$ cat src/rtl/pinbank_pkg.sv
package pinbank_pkg;

    // Width of the offset field inside one bank window (64-byte window)
    localparam int unsigned OFF_W = 6;

    localparam logic [OFF_W-1:0] OFF_PEND     = 6'h00;
    localparam logic [OFF_W-1:0] OFF_FLAGS    = 6'h04;
    localparam logic [OFF_W-1:0] OFF_MASK_CLR = 6'h08;
    localparam logic [OFF_W-1:0] OFF_MASK_SET = 6'h0C;
    localparam logic [OFF_W-1:0] OFF_DIR      = 6'h10;
    localparam logic [OFF_W-1:0] OFF_DRIVE    = 6'h14;
    localparam logic [OFF_W-1:0] OFF_SENSE    = 6'h18;
    localparam logic [OFF_W-1:0] OFF_TRIG     = 6'h20;

    typedef enum logic [3:0] {
        SEL_PEND,
        SEL_FLAGS,
        SEL_MASK_CLR,
        SEL_MASK_SET,
        SEL_DIR,
        SEL_DRIVE,
        SEL_SENSE,
        SEL_TRIG,
        SEL_NONE
    } reg_sel_e;

    function automatic reg_sel_e decode_offset(input logic [OFF_W-1:0] off);
        case (off)
            OFF_PEND:     return SEL_PEND;
            OFF_FLAGS:    return SEL_FLAGS;
            OFF_MASK_CLR: return SEL_MASK_CLR;
            OFF_MASK_SET: return SEL_MASK_SET;
            OFF_DIR:      return SEL_DIR;
            OFF_DRIVE:    return SEL_DRIVE;
            OFF_SENSE:    return SEL_SENSE;
            OFF_TRIG:     return SEL_TRIG;
            default:      return SEL_NONE;
        endcase
    endfunction

endpackage

$ cat src/rtl/pinbank_sync.sv
module pinbank_sync #(
    parameter int unsigned WIDTH  = 32,
    parameter int unsigned STAGES = 2
) (
    input  logic             clk,
    input  logic             rst_n,
    input  logic [WIDTH-1:0] async_i,
    output logic [WIDTH-1:0] sync_o
);

    logic [WIDTH-1:0] chain_q [STAGES];
    logic [WIDTH-1:0] chain_d [STAGES];

    always_comb begin
        chain_d[0] = async_i;
        for (int i = 1; i < STAGES; i++) begin
            chain_d[i] = chain_q[i-1];
        end
    end

    always_ff @(posedge clk) begin
        for (int i = 0; i < STAGES; i++) begin
            if (!rst_n) chain_q[i] <= '0;
            else        chain_q[i] <= chain_d[i];
        end
    end

    assign sync_o = chain_q[STAGES-1];

endmodule

$ cat src/rtl/pinbank_bank.sv
module pinbank_bank
    import pinbank_pkg::*;
#(
    parameter int unsigned LANES = 8
) (
    input  logic             clk,
    input  logic             rst_n,
    input  logic             wr_en,
    input  reg_sel_e         sel,
    input  logic [LANES-1:0] wr_bits,
    input  logic [LANES-1:0] sync_in,
    output logic [LANES-1:0] dir_o,
    output logic [LANES-1:0] drive_o,
    output logic [LANES-1:0] pend_o,
    output logic [LANES-1:0] rd_o
);

    typedef struct packed {
        logic [LANES-1:0] dir;
        logic [LANES-1:0] drive;
        logic [LANES-1:0] mask;
        logic [LANES-1:0] flag;
        logic [LANES-1:0] trig;
        logic [LANES-1:0] last;
    } bank_state_t;

    bank_state_t st_q, st_d;
    logic [LANES-1:0] event_d;
    logic [LANES-1:0] clear_d;

    always_comb begin
        st_d    = st_q;
        clear_d = '0;
        // Edge lanes fire on a 0->1 of the synchronised input, level lanes while high
        event_d = (sync_in & ~st_q.last & ~st_q.trig) | (sync_in & st_q.trig);
        if (wr_en) begin
            case (sel)
                SEL_FLAGS:    clear_d     = wr_bits;
                SEL_MASK_CLR: st_d.mask   = st_q.mask & ~wr_bits;
                SEL_MASK_SET: st_d.mask   = st_q.mask | wr_bits;
                SEL_DIR:      st_d.dir    = wr_bits;
                SEL_DRIVE:    st_d.drive  = wr_bits;
                SEL_TRIG:     st_d.trig   = wr_bits;
                default:      ;
            endcase
        end
        // A new event in the same cycle as a clear keeps the flag set
        st_d.flag = (st_q.flag & ~clear_d) | event_d;
        st_d.last = sync_in;
    end

    always_ff @(posedge clk) begin
        if (!rst_n) begin
            st_q.dir   <= '1;
            st_q.drive <= '0;
            st_q.mask  <= '1;
            st_q.flag  <= '0;
            st_q.trig  <= '0;
            st_q.last  <= '0;
        end else begin
            st_q <= st_d;
        end
    end

    assign dir_o   = st_q.dir;
    assign drive_o = st_q.drive;
    assign pend_o  = st_q.flag & ~st_q.mask;

    always_comb begin
        case (sel)
            SEL_PEND:     rd_o = st_q.flag & ~st_q.mask;
            SEL_FLAGS:    rd_o = st_q.flag;
            SEL_MASK_CLR: rd_o = st_q.mask;
            SEL_DIR:      rd_o = st_q.dir;
            SEL_DRIVE:    rd_o = st_q.drive;
            SEL_SENSE:    rd_o = sync_in;
            SEL_TRIG:     rd_o = st_q.trig;
            default:      rd_o = '0;
        endcase
    end

endmodule

$ cat src/rtl/pinbank_ctrl.sv
module pinbank_ctrl
    import pinbank_pkg::*;
#(
    parameter  int unsigned NUM_BANKS = 4,
    parameter  int unsigned BANK_W    = 8,
    parameter  int unsigned DATA_W    = 32,
    localparam int unsigned BIDX_W    = (NUM_BANKS > 1) ? $clog2(NUM_BANKS) : 1,
    localparam int unsigned ADDR_W    = OFF_W + BIDX_W,
    localparam int unsigned NUM_PINS  = NUM_BANKS * BANK_W
) (
    input  logic                clk,
    input  logic                rst_n,
    input  logic [ADDR_W-1:0]   addr,
    input  logic                wr_en,
    input  logic [DATA_W-1:0]   wr_data,
    output logic [DATA_W-1:0]   rd_data,
    input  logic [NUM_PINS-1:0] pin_in,
    output logic [NUM_PINS-1:0] pin_dir,
    output logic [NUM_PINS-1:0] pin_out,
    output logic                irq
);

    logic [NUM_PINS-1:0] sync_w;
    logic [NUM_PINS-1:0] pend_w;
    logic [BANK_W-1:0]   bank_rd [NUM_BANKS];
    logic [BIDX_W-1:0]   bank_idx;
    reg_sel_e            sel;

    assign bank_idx = addr[ADDR_W-1:OFF_W];
    assign sel      = decode_offset(addr[OFF_W-1:0]);

    pinbank_sync #(.WIDTH(NUM_PINS), .STAGES(2)) sync_i (
        .clk     (clk),
        .rst_n   (rst_n),
        .async_i (pin_in),
        .sync_o  (sync_w)
    );

    for (genvar b = 0; b < NUM_BANKS; b++) begin : g_bank
        logic bank_wr;
        assign bank_wr = wr_en && (bank_idx == BIDX_W'(b));

        pinbank_bank #(.LANES(BANK_W)) bank_i (
            .clk     (clk),
            .rst_n   (rst_n),
            .wr_en   (bank_wr),
            .sel     (sel),
            .wr_bits (wr_data[BANK_W-1:0]),
            .sync_in (sync_w[b*BANK_W +: BANK_W]),
            .dir_o   (pin_dir[b*BANK_W +: BANK_W]),
            .drive_o (pin_out[b*BANK_W +: BANK_W]),
            .pend_o  (pend_w[b*BANK_W +: BANK_W]),
            .rd_o    (bank_rd[b])
        );
    end

    always_comb begin
        rd_data = '0;
        for (int b = 0; b < NUM_BANKS; b++) begin
            if (bank_idx == BIDX_W'(b)) rd_data[BANK_W-1:0] = bank_rd[b];
        end
    end

    assign irq = |pend_w;

endmodule

$ cat config.mk
export PLATFORM = sky130hd
export DESIGN_NAME = pinbank_ctrl
export DESIGN_NICKNAME = d
export VERILOG_FILES = /design/src/rtl/pinbank_pkg.sv /design/src/rtl/pinbank_sync.sv /design/src/rtl/pinbank_bank.sv /design/src/rtl/pinbank_ctrl.sv
export SDC_FILE = /design/constraint.sdc
export NUM_CORES = 1
export LEC_CHECK = 0
export BUFFER_PORTS_ARGS = -buffer_cell sky130_fd_sc_hd__buf_2
export CORE_ASPECT_RATIO = 1.2
export CORE_MARGIN = 2
export CORE_UTILIZATION = 57
export CTS_CLUSTER_DIAMETER = 120
export DETAILED_ROUTE_END_ITERATION = 7
export HOLD_SLACK_MARGIN = 0.15
export PLACE_DENSITY_LB_ADDON = 0.15
export SKIP_LAST_GASP = 1
export SYNTH_ARGS = -nofsm -noshare
export SYNTH_HDL_FRONTEND = slang
export SYNTH_SLANG_ARGS = --single-unit
$ cat constraint.sdc
create_clock -name clk -period 2 [get_ports clk]
set_input_delay 0.2 -clock clk [delete_from_list [all_inputs] [get_ports clk]]
set_output_delay 0.2 -clock clk [all_outputs]
set_load 0.1 [all_outputs]
==> metrics.cfg <==
[cells_and_area]
postLayoutCellArea_mm2=0.0148
final_core_util_pct=73.8
drive_gt1_share_pct=27.9
finalNetCount=1632
diodes=0
syn2layout_area_growth_pct=27.8

[route]
vias=10800
avgRoutedWirePerCell_um=22.5
drc=0
wirelength_um=41400
first_pass_iters=5
drtAntennaViolNets=0
vias_per_cell=5.89
drt_iter0_markers=981

[clock_tree]
clk_transition_reported_paths_ns=0.06
htreeDepth=1
root_buffer=clkbuf_16
tritoncts=built
cts_sinks=256
cts.path.max_buffers=3
worstSkewPairLatency_ns=0.54
cts_inserted_buffers=25

[floorplan]
coreArea_mm2=0.0201
die_area_mm2=0.0215
design.portCount=172
die_x_um=134
start_util_pct=57.7
die_h_um=160
rows=57

[pwr]
power.leakage_nw=6.10
vdd_drop_max_mv=0.924
power_density_mw_per_mm2=770

[logic_synthesis]
postSynth.asyncResetShare_pct=0
synth_enable_flop_cells=0
synth.cell_area_mm2=0.0116
synth-seq-cells=256
synth_top_cell_area_share_pct=44.1
synthFlopType=dfxtp_1
yosysUniqueCellTypes=57
ys_seq_area_share_pct=44.1
synth_area_leaders=dfxtp_1 44%, nand2_1 6.3%, buf_4 5.8%
synth_cells=1362
yosysWarnings=0
synth.avg_cell_area_um2=8.53
synth_largest_area_cell=dfxtp_1

[critical_path]
cpMaxStageDelayCell=or3_4
critPathKind=input port to output port
path_delay_family=buffers and inverters
critical_path_buf_inv_count=6
cp.required_ns=1.80
cp-start-kind=input port
crit_chain=buf_8, or3_4, buf_6, nor3_4, buf_6, buf_6, buf_6, a32oi_1, o21ai_1, o21ai_2, o21ai_4, buf_12
startpoint=addr[0]
rr_startpoint=sync_i.chain_q[1][27]
crit_top_cell=buf_6
cp-end-kind=output port
arrival_ns=2.14
crit_path_max_incr_delay_ns=0.39
crit_fanout=5

[worst_hold_path]
hold_path.class=input port to flip-flop
worstHoldStart=wr_data[4]

[place]
portBuffers=123
gp_congestion=1.03
dp_hpwl_um=29600
pre_cts_ws_ns=-0.514
place_area_mm2=0.0131

[grt]
grt_overflow=0
grt_max_degree=68
grt_pass1_vias=10400
grt_pass1_wl_um=62400
antenna_found_initial=0
grt_use_total_pct=38.0

[sta]
finClkSkew_ns=0.0126
slew_viol_final=0
worst_slack_ns=-0.338
setup_violations=9
fin_crit_ns=2.34
max_slew_margin_pct=52.5
tns_ns=-2.32
rsz0062_at_grt=yes
worst_pin_slew_ns=0.712
period_share_pct=117
hold_violations=0
max_freq_mhz=428
fin_hold_ws_ns=0.203

[run_status]
status=finished, violations left
violations=negative setup slack

[run]
maxCapViolations=0

tightest hold or removal path, stage by stage:
cell	delay, ns
buf_2	0.30
nand2_1	0.13
a21boi_1	0.05
cells by family after synthesis:
logic type             share of synthesized area, %
buffers and inverters                          10.0
AND/OR/NAND/NOR                                23.0
multiplexers                                   4.59
other                                        0.0323
AO/OA/AOI/OAI                                  18.2
flip-flops                                     44.1
worst paths after layout:
check,depth (start not counted),end,slack [ns]
setup / recovery,12,rd_data[5],-0.34
hold / removal,3,g_bank[2].bank_i.drive_o[4],0.20
setup reg to reg,3,g_bank[3].bank_i.st_q[19],1.03
hold reg to reg,1,sync_i.chain_q[1][6],0.43
Yosys cell counts (35+ instances only):
library cell	n
a21oi_1	65
mux2i_1	51
and2_1	97
o21ai_1	51
nor2_1	58
clkbuf_1	64
nand2b_1	43
nand3_1	62
a32o_1	35
dfxtp_1	256
buf_4	90
nand2_1	194
timing repair:
action,4_1_cts,5_1_grt
setup buffers,6,11
hold buffers,33,0
endpoints found under the setup margin,9,9
gates resized for setup,59,59
endpoints found under the hold margin,64,0
pin swaps,26,35
layer usage:
| layer | up-vias | track usage [%] | routed length [um] |
|---|---|---|---|
| met5 | - | 0 | 0 |
| met2 | 598 | 60.5 | 18900 |
| li1 | 4961 | - | - |
| met4 | 0 | 15.0 | 1920 |
| met1 | 5155 | 52.6 | 16900 |
| met3 | 118 | 4.96 | 3600 |
metrics by stage:
step | instances | power [mW]
2_1_floorplan | 1385 | 6.13
3_5_place_dp | 1746 | 6.52
4_1_cts | 1830 | 11.4
3_3_place_gp | 1746 | 6.51
5_1_grt | 1840 | 11.7
6_report | 1840 | 11.4
placed cells by master, fill, tap and decap left out, types with 10 or more instances in the layout:
cell type | synthesis | routed
o22ai_1 | 20 | 14
a21boi_1 | 32 | 33
buf_2 | 20 | 110
dfxtp_2 | 0 | 15
o21ai_1 | 51 | 46
conb_1 | 1 | 24
clkbuf_16 | 0 | 25
dlygate4sd3_1 | 0 | 33
mux2i_1 | 51 | 50
dfxtp_1 | 256 | 239
buf_12 | 0 | 23
nor2b_1 | 29 | 28
a22oi_1 | 25 | 20
a21oi_1 | 65 | 58
buf_4 | 90 | 136
and2_1 | 97 | 97
nor2_1 | 58 | 54
nand3_1 | 62 | 61
nand2_1 | 194 | 194
a32o_1 | 35 | 32
o21ai_2 | 0 | 10
o21ai_0 | 31 | 25
inv_1 | 31 | 27
nand2b_1 | 43 | 42
nor2_2 | 7 | 10
buf_6 | 2 | 18
power by group:
part	total, mW	internal [mW]	switching [mW]
Sequential	5.31	5.22	0.0890
Combinational	1.25	0.444	0.802
Clock	4.87	2.85	2.02
Total	11.4	8.51	2.91
layout make-up:
type | count | area [um^2]
multi-input combinational | 920 | 5790
fill | 1540 | 5270
sequential | 256 | 5150
timing repair buffer | 323 | 2600
clock buffer | 37 | 751
tap | 265 | 332
inverter | 31 | 119
clock inverter | 8 | 97.6
Note: power is estimated with default switching activity, not from simulation.
